`src/rtl/tc_pkg.sv`:
```
package tc_pkg;

  typedef enum logic [1:0] {
    PH_LOAD = 2'd0,
    PH_DATA = 2'd1,
    PH_TAIL = 2'd2
  } phase_t;

  // Tail bits of a constituent encoder whose input equals its own feedback.
  // s[0] is the newest cell. Result bits: 0=x0 1=z0 2=x1 3=z1 4=x2 5=z2.
  function automatic logic [5:0] tail_bits(input logic [2:0] s);
    logic [5:0] t;
    t[0] = s[1] ^ s[2];
    t[1] = s[0] ^ s[2];
    t[2] = s[0] ^ s[1];
    t[3] = s[1];
    t[4] = s[0];
    t[5] = s[0];
    return t;
  endfunction

endpackage

```
`src/rtl/tc_bitbuf.sv`:
```
module tc_bitbuf #(
  parameter int DEPTH = 1024,
  localparam int AW = $clog2(DEPTH)
) (
  input  logic          clk,
  input  logic          wr_en,
  input  logic [AW-1:0] wr_addr,
  input  logic          wr_bit,
  input  logic [AW-1:0] rd_addr_a,
  input  logic [AW-1:0] rd_addr_b,
  output logic          rd_a,
  output logic          rd_b
);
  logic [DEPTH-1:0] mem;

  always_ff @(posedge clk) begin
    if (wr_en) mem[wr_addr] <= wr_bit;
  end

  assign rd_a = mem[rd_addr_a];
  assign rd_b = mem[rd_addr_b];
endmodule

```
`src/rtl/tc_qpp_addr.sv`:
```
module tc_qpp_addr #(
  parameter int KW = 11
) (
  input  logic          clk,
  input  logic          rst_n,
  input  logic          init,
  input  logic          adv,
  input  logic [KW-1:0] k,
  input  logic [KW-1:0] f1,
  input  logic [KW-1:0] f2,
  output logic [KW-1:0] addr
);
  logic [KW-1:0] gap;

  // (a + b) mod m, both operands already below m
  function automatic logic [KW-1:0] madd(input logic [KW-1:0] a,
                                         input logic [KW-1:0] b,
                                         input logic [KW-1:0] m);
    logic [KW:0] s;
    s = {1'b0, a} + {1'b0, b};
    if (s >= {1'b0, m}) s = s - {1'b0, m};
    return s[KW-1:0];
  endfunction

  logic [KW-1:0] gap_inc;
  assign gap_inc = madd(f2, f2, k);

  always_ff @(posedge clk) begin
    if (!rst_n) begin
      addr <= '0;
      gap  <= '0;
    end else if (init) begin
      addr <= '0;
      gap  <= madd(f1, f2, k);
    end else if (adv) begin
      addr <= madd(addr, gap, k);
      gap  <= madd(gap, gap_inc, k);
    end
  end
endmodule

```
`src/rtl/tc_rsc_enc.sv`:
```
module tc_rsc_enc (
  input  logic       clk,
  input  logic       rst_n,
  input  logic       step,
  input  logic       clear,
  input  logic       din,
  output logic       par,
  output logic [2:0] st
);
  logic fb;

  assign fb  = din ^ st[1] ^ st[2];
  assign par = fb ^ st[0] ^ st[2];

  always_ff @(posedge clk) begin
    if (!rst_n)     st <= '0;
    else if (clear) st <= '0;
    else if (step)  st <= {st[1], st[0], fb};
  end
endmodule

```
`src/rtl/tc_turbo_enc.sv`:
```
module tc_turbo_enc
  import tc_pkg::*;
#(
  parameter int KMAX = 1024,
  localparam int KW = $clog2(KMAX + 1),
  localparam int AW = $clog2(KMAX)
) (
  input  logic          clk,
  input  logic          rst_n,
  input  logic [KW-1:0] cfg_k,
  input  logic [KW-1:0] cfg_f1,
  input  logic [KW-1:0] cfg_f2,
  input  logic          in_valid,
  output logic          in_ready,
  input  logic          in_bit,
  output logic          out_valid,
  input  logic          out_ready,
  output logic          out_sys,
  output logic          out_par1,
  output logic          out_par2,
  output logic          out_tail,
  output logic          out_last,
  output logic          done
);
  phase_t        ph;
  logic [KW-1:0] cnt;
  logic [1:0]    tcnt;
  logic [KW-1:0] il_addr;
  logic          wr, fire, fire_data, fire_end, at_end;
  logic          sys_bit, il_bit;
  logic [1:0]       enc_din, enc_par;
  logic [1:0][2:0]  enc_st;
  logic [1:0][5:0]  tail;

  assign in_ready  = (ph == PH_LOAD);
  assign out_valid = (ph != PH_LOAD);
  assign wr        = in_valid && in_ready;
  assign fire      = out_valid && out_ready;
  assign at_end    = (cnt == cfg_k - KW'(1));
  assign fire_data = fire && (ph == PH_DATA);
  assign fire_end  = fire && (ph == PH_TAIL) && (tcnt == 2'd3);

  tc_bitbuf #(.DEPTH(KMAX)) u_buf (
    .clk       (clk),
    .wr_en     (wr),
    .wr_addr   (cnt[AW-1:0]),
    .wr_bit    (in_bit),
    .rd_addr_a (cnt[AW-1:0]),
    .rd_addr_b (il_addr[AW-1:0]),
    .rd_a      (sys_bit),
    .rd_b      (il_bit)
  );

  tc_qpp_addr #(.KW(KW)) u_addr (
    .clk   (clk),
    .rst_n (rst_n),
    .init  (wr && at_end),
    .adv   (fire_data),
    .k     (cfg_k),
    .f1    (cfg_f1),
    .f2    (cfg_f2),
    .addr  (il_addr)
  );

  assign enc_din = {il_bit, sys_bit};

  for (genvar g = 0; g < 2; g++) begin : g_enc
    tc_rsc_enc u_enc (
      .clk   (clk),
      .rst_n (rst_n),
      .step  (fire_data),
      .clear (fire_end),
      .din   (enc_din[g]),
      .par   (enc_par[g]),
      .st    (enc_st[g])
    );
    assign tail[g] = tail_bits(enc_st[g]);
  end

  always_comb begin
    out_sys  = 1'b0;
    out_par1 = 1'b0;
    out_par2 = 1'b0;
    if (ph == PH_DATA) begin
      out_sys  = sys_bit;
      out_par1 = enc_par[0];
      out_par2 = enc_par[1];
    end else if (ph == PH_TAIL) begin
      if (tcnt[0] == 1'b0) begin
        out_sys  = tail[tcnt[1]][0];
        out_par1 = tail[tcnt[1]][1];
        out_par2 = tail[tcnt[1]][2];
      end else begin
        out_sys  = tail[tcnt[1]][3];
        out_par1 = tail[tcnt[1]][4];
        out_par2 = tail[tcnt[1]][5];
      end
    end
  end

  assign out_tail = (ph == PH_TAIL);
  assign out_last = (ph == PH_TAIL) && (tcnt == 2'd3);

  always_ff @(posedge clk) begin
    if (!rst_n) begin
      ph   <= PH_LOAD;
      cnt  <= '0;
      tcnt <= '0;
      done <= 1'b0;
    end else begin
      done <= 1'b0;
      case (ph)
        PH_LOAD: if (wr) begin
          if (at_end) begin
            cnt <= '0;
            ph  <= PH_DATA;
          end else begin
            cnt <= cnt + KW'(1);
          end
        end
        PH_DATA: if (fire) begin
          if (at_end) begin
            cnt  <= '0;
            tcnt <= '0;
            ph   <= PH_TAIL;
          end else begin
            cnt <= cnt + KW'(1);
          end
        end
        PH_TAIL: if (fire) begin
          if (tcnt == 2'd3) begin
            ph   <= PH_LOAD;
            done <= 1'b1;
          end
          tcnt <= tcnt + 2'd1;
        end
        default: ph <= PH_LOAD;
      endcase
    end
  end
endmodule

```
`config.mk`:
```
export PLATFORM = sky130hd
export DESIGN_NAME = tc_turbo_enc
export DESIGN_NICKNAME = d
export VERILOG_FILES = /design/src/rtl/tc_pkg.sv /design/src/rtl/tc_bitbuf.sv /design/src/rtl/tc_qpp_addr.sv /design/src/rtl/tc_rsc_enc.sv /design/src/rtl/tc_turbo_enc.sv
export SDC_FILE = /design/constraint.sdc
export NUM_CORES = 2
export LEC_CHECK = 0
export BUFFER_PORTS_ARGS = -buffer_cell sky130_fd_sc_hd__buf_2
export CELL_PAD_IN_SITES_DETAIL_PLACEMENT = 0
export CELL_PAD_IN_SITES_GLOBAL_PLACEMENT = 1
export CORE_MARGIN = 2
export CORE_UTILIZATION = 45
export DETAILED_ROUTE_END_ITERATION = 10
export PLACE_DENSITY = 0.82
export SLEW_MARGIN = 20
export SYNTH_ARGS = -nofsm -noshare
export SYNTH_HDL_FRONTEND = slang
export SYNTH_SLANG_ARGS = --single-unit
```
`constraint.sdc`:
```
create_clock -name clk -period 12.4 [get_ports clk]
set_input_delay 0.62 -clock clk [delete_from_list [all_inputs] [get_ports clk]]
set_output_delay 0.62 -clock clk [all_outputs]
set_load 0.1 [all_outputs]
```
After elaboration in Yosys (flattened, before gate mapping)
Index checks and enable logic that the tools add are counted.
{"block": "totals", "reg_bits": 1068, "inputBits": 38, "out_inout_bits": 8}
{"block": "classes", "n_addsub": 11, "order_cmp": 8, "n_eq_ne": 10, "mux": 40, "bitwise_logic": 15, "reduce_logical": 19}
{"op": "$bwmux 1024", "n": 1}
{"op": "$mux 11", "n": 9}
{"op": "$add 11x11->12", "n": 4}
{"op": "$ge 12x11->1", "n": 4}
{"op": "$sub 11x11->11", "n": 4}
{"op": "$lt 10x11->1 const B", "n": 2}
{"op": "$pmux 11 s2", "n": 1}
{"op": "$bmux 1 s10", "n": 2}
{"op": "$mux 2", "n": 9}
{"op": "$xor 1x1->1", "n": 14}
{"op": "$mux 1", "n": 13}
{"op": "$mux 6", "n": 2}
{"op": "$add 11x1->11 const B", "n": 1}
{"op": "$eq 11x11->1", "n": 1}
{"op": "$sub 11x1->11 const B", "n": 1}
{"op": "$demux 1 s10", "n": 1}
{"op": "$ge 10x1->1 const B", "n": 1}
{"op": "$logic_and 1x1->1", "n": 8}
{"op": "$ne 2x1->1 const B", "n": 4}
{"op": "$reduce_bool 2->1", "n": 4}
{"op": "$pmux 2 s3", "n": 1}
{"op": "$reduce_and 3->1", "n": 2}
{"op": "$reduce_and 6->1", "n": 1}
{"op": "$eq 2x2->1 const B", "n": 2}
{"op": "other kinds (9)", "n": 11}

Longest topological paths before layout
{"block": "depth", "depth_word": 8, "depth_mapped": 30, "depth_no_buf": 29}

Hierarchy
From an unflattened synthesis, not the netlist that was laid out.
{"block": "unflattened", "hier_cells": 4544, "area_unflattened_um2": 59384.5}
{"mod": "tc_bitbuf", "n_inst": 1, "cells_each": 3709, "area_each_um2": 52928.3, "seq_area_each_um2": 30749.5}
{"mod": "tc_qpp_addr", "n_inst": 1, "cells_each": 636, "area_each_um2": 4829.6, "seq_area_each_um2": 440.4}
{"mod": "tc_turbo_enc", "n_inst": 1, "cells_each": 169, "area_each_um2": 1311.3, "seq_area_each_um2": 320.3}
{"mod": "tc_rsc_enc", "n_inst": 2, "cells_each": 15, "area_each_um2": 157.7, "seq_area_each_um2": 60.1}

Worst setup path after synthesis
OpenSTA, ideal clock, no wires.
{"block": "synth_timing", "path_kind": "input to register", "start": "in cfg_k[2]", "end": "reg u_addr.gap[5]", "setup_time_ps": 92, "arrival_time_ps": 6493, "required_ps": 12308, "path_slack_ps": 5815, "path_stages": 29, "path_cell_list": "inv_1 ha_1 nor2b_1 o21ai_0 a21boi_0 o21ai_0 a21boi_0 o21ai_0 a21oi_1 nor3_1 clkbuf_1 nand2_1 o31ai_1 ha_1 a21oi_1 a21oi_1 o21ai_0 a21boi_0 o21a_1 o21a_1 o21a_1 or3_1 and2_1 ha_1 a211o_1 a31o_2 nor2_1 a211oi_1 o32ai_1"}
{"block": "synth_between", "elab_chain_cells": 7, "word_cells_on_any_way": 16}
{"element": "start: declaration", "line": "tc_turbo_enc.sv:10", "rtl": "input logic [KW-1:0] cfg_k,"}
{"element": "$sub 11x11->11 / $ge 12x11->1 (equally long branches)", "line": "tc_qpp_addr.sv:21", "rtl": "if (s >= {1'b0, m}) s = s - {1'b0, m};"}
{"element": "$mux 11", "line": "tc_qpp_addr.sv:21"}
{"element": "$add 11x11->12", "line": "tc_qpp_addr.sv:20", "rtl": "s = {1'b0, a} + {1'b0, b};"}
{"element": "$sub 11x11->11 / $ge 12x11->1 (equally long branches)", "line": "tc_qpp_addr.sv:21"}
{"element": "$mux 11", "line": "tc_qpp_addr.sv:21"}
{"element": "$mux 11", "line": "tc_qpp_addr.sv:35", "rtl": "end else if (adv) begin"}
{"element": "$mux 11", "line": "tc_qpp_addr.sv:32", "rtl": "end else if (init) begin"}
{"element": "end signal: assignment", "line": "tc_qpp_addr.sv:34", "rtl": "gap <= madd(f1, f2, k);"}
{"element": "end signal: assignment", "line": "tc_qpp_addr.sv:37", "rtl": "gap <= madd(gap, gap_inc, k);"}
{"element": "end: declaration", "line": "tc_qpp_addr.sv:13", "rtl": "logic [KW-1:0] gap;"}
Several ways; a longest one is shown, not always the timed one. The select of a mux whose other input is x is not followed.
A chain may end at the register's enable or synchronous reset.

Worst setup path in the final report
{"block": "layout_timing", "start": "reg cnt[1]", "end": "out out_par1"}
{"block": "layout_between", "elab_chain_cells": 7}
{"element": "start: declaration", "line": "tc_turbo_enc.sv:26", "rtl": "logic [KW-1:0] cnt;"}
{"element": "start signal: assignment", "line": "tc_turbo_enc.sv:118", "rtl": "cnt <= cnt + KW'(1);"}
{"element": "start signal: assignment", "line": "tc_turbo_enc.sv:127", "rtl": "cnt <= cnt + KW'(1);"}
{"element": "$bmux 1 s10", "line": "tc_bitbuf.sv:20", "rtl": "assign rd_a = mem[rd_addr_a];"}
{"element": "$mux 1 (implied by the code)", "line": "tc_bitbuf.sv:20"}
{"element": "$xor 1x1->1 (2 in series)", "line": "tc_rsc_enc.sv:12", "rtl": "assign fb = din ^ st[1] ^ st[2];"}
{"element": "$xor 1x1->1 (2 in series)", "line": "tc_rsc_enc.sv:13", "rtl": "assign par = fb ^ st[0] ^ st[2];"}
{"element": "$mux 1", "line": "tc_turbo_enc.sv:84", "rtl": "if (ph == PH_DATA) begin"}
{"element": "end: declaration", "line": "tc_turbo_enc.sv:19", "rtl": "output logic out_par1,"}
Every way passes these cells. The select of a mux whose other input is x is not followed.

==> summary.txt <==
Synth
  – Largest area contributor in the netlist: edfxtp_1
  – Synth warn: 0
  – Number of flops mapped to enable cells by yosys: 1024
  – Syn_nets: a little under 5k
  – Synthesized area per cell: ~12 µm²
  – Top cells by area, synth: edfxtp_1, mux4_2, nor2_1
  – Post-synth top area share: 0.525
  – Synth cell types: 88
  – Mapped Area: approximately 0.059 mm²
  – Count leader, synth: nor2_1
  – Commonest register cell after synthesis: edfxtp_1
  – Post-synthesis register bit count: between 1k and 1.5k
  – Top cells by count, synth: nor2_1, edfxtp_1, mux2i_1, mux4_2, clkbuf_1
  – Ys async rst share: 0
  – Register area share after synthesis: 0.540
  – Mapped Cells: 4686

Global routing
  – Largest net degree at the start of global routing: 168
  – Global-route wire length before repair: 280 mm
  – GR Util All Layers: 0.292
  – Grt total ovfl: 0
  – Initial antenna violation count: 6
  – Vias in the first global route: roughly 41k

Detailed routing
  – Final WL: approximately 200 mm
  – Initial detailed-routing violation count: about 7.3k
  – Initial DRT Pass Iterations: 8
  – Vias: 42.6k
  – Residual DRC count: 0
  – Routed len/inst: 31.1 µm
  – Detail Route Antenna Nets: 0
  – Via density: roughly 6.7

Job
  – Max_cap viols: 0

Critical path
  – CP Launch Type: flop
  – Crit-path max FO: 52
  – Crit Path Class: reg2out
  – Req. time, crit path: approximately 12 ns
  – Critical Path AT: about 7.1 ns
  – Worst Setup End Kind: output port

STA
  – Fmax: ~130 MHz
  – Fin crit share: 0.625
  – Worst-margin pin slew: about 1.3 ns
  – Min cycle time layout: about 7.7 ns
  – Setup violators final: 0
  – Max Slew Vio Count: 0
  – TNS Setup: 0 ns
  – RSZ-0062 raised after global routing: no
  – Worst slew margin: 0.161
  – Final hold vios: 0
  – Skew final: 0.0234 ns

Final layout
  – P&R area growth vs syn: 8.56%
  – Layout cells sized above 1: 0.159
  – Non-filler instance count after layout: approximately 6.3k
  – Fin nets: roughly 4.6k

Floorplanning
  – Die W: between 300 and 400 µm
  – Area of the core: between 0.1 and 0.15 mm²
  – Row cnt: 132
  – # IOs: between 40 and 50
  – Initial Util: 0.453
  – Die footprint: between 0.1 and 0.15 mm²
  – Die H: around 360 µm

CTS
  – Clock buffer depth: 3
  – CTS Buf Count: 114
  – Clk pin slew, worst setup/hold paths: 0.06 ns
  – # resized after CTS: 0
  – Post-CTS Setup Inserts: 0
  – Root Buffer Master: clkbuf_16
  – Clock Sinks: roughly 1.1k
  – CTS tree: built
  – H-tree depth: 3
  – Skew-Pair Late Insertion Delay: between 0.7 and 0.8 ns
  – Hold_buf cts: 0

Power
  – Tot Pwr: approximately 8.0 mW
  – Maximum vdd ir drop: approximately 110 µV
  – Leakage: about 19 nW
  – Pwr Density: approximately 130 mW/mm²

Placed design
  – GP Congestion: 0.910
  – Dpl hpwl: ~110 mm
  – Placed cells: 6133
  – I/O Buffers: 45

Worst hold path
  – Hold/Removal Path Class: in2reg

Run status
  – Outcome: complete, no violations
final cells by class:
class	instances	area, µm²
Inverter	57	214
Antenna cell	4	10.0
Timing Repair Buffer	133	937
Sequential cell	1068	31700
Tap cell	1742	2180
Clock inverter	57	457
Fill cell	11100	65700
Clock buffer	153	3190
Multi-Input combinational cell	3133	24900
critical path, stage by stage, from the launching register on:
cell and delay [ns]:
dfxtp_4 0.93, buf_4 0.64, buf_4 0.79, mux2i_1 0.28, o22ai_1 0.11, or4_1 0.50, o31a_1 0.36, nand4b_1 0.25
o2111ai_1 0.20, a2111oi_0 0.94, and4b_1 0.52, xnor3_1 0.27, a22o_1 0.18, buf_2 0.28
routing by layer:
metal | global-route usage | wire length (µm) | vias to the layer above
li1 | - | - | 17400
met1 | 0.379 | 70500 | 21200
met2 | 0.442 | 86200 | 3291
met3 | 0.0857 | 28400 | 672
met4 | 0.153 | 12300 | 6
met5 | 0 | 43 | -
layout by cell type, fill, tap and decap left out, types with 27 or more instances in the layout:
cell type,instances
a211oi_1,43
a21oi_1,69
a22oi_1,67
buf_2,44
buf_4,84
clkbuf_1,28
clkbuf_16,121
clkinv_1,27
dfxtp_1,33
edfxtp_1,1024
ha_1,84
inv_1,57
mux2i_1,385
mux4_2,338
nand2_1,137
nand3_1,62
nor2_1,1168
nor2b_1,35
nor3_1,44
nor4_1,40
o21ai_0,58
o22ai_1,139
xnor2_1,44
worst paths after layout:
path	startpoint	end	slack [ns]	cells after the start
max reg2reg	cnt[1]$_SDFFE_PN0P_	g_enc[0].u_enc.st[0]$_SDFFE_PP0P_	6.15	12
max	cnt[1]$_SDFFE_PN0P_	out_par1	4.65	13
min reg2reg	g_enc[1].u_enc.st[2]$_SDFFE_PP0P_	g_enc[1].u_enc.st[2]$_SDFFE_PP0P_	0.48	2
min	out_ready	done$_SDFF_PN0_	0.23	2
registers in the layout (all words and copies together), names as in the netlist:
register,count
u_addr.gap,11
cnt,11
tcnt,2
u_addr.addr,11
g_enc.u_enc.st,6
u_buf.mem,1024
ph,2
done,1
cell families (layout without fill, tap and decap cells):
group                    after synthesis  after routing  synth area share
flip-flops                          1068           1068             0.540
AO/OA/AOI/OAI                        567            567            0.0667
multiplexers                         740            740             0.201
buffers and inverters                485            400            0.0392
adder cells (fa/ha/maj)               91             91            0.0203
AND/OR/NAND/NOR                     1664           1664             0.121
XOR/XNOR                              71             71            0.0116
other                                  0              4                 0
where the power goes:
part	leakage (nW)	total [mW]	internal (mW)	switching [mW]
Combinational	7.81	0.601	0.232	0.369
Clock	1.79	3.40	1.95	1.45
Sequential	9.56	3.96	3.95	0.0120
per-stage QoR:
stage	hold WS, ns	area, µm²	setup slack [ns]	utilization
2_1_floorplan	0.445	58600	5.82	-
3_3_place_gp	0.460	59900	4.88	0.463
3_5_place_dp	0.468	59900	4.86	0.463
4_1_cts	0.202	63500	4.87	0.491
5_1_grt	0.233	63600	4.56	0.492
6_report	0.227	63600	4.65	0.492
No activity file was read; power rests on OpenSTA's default activity.
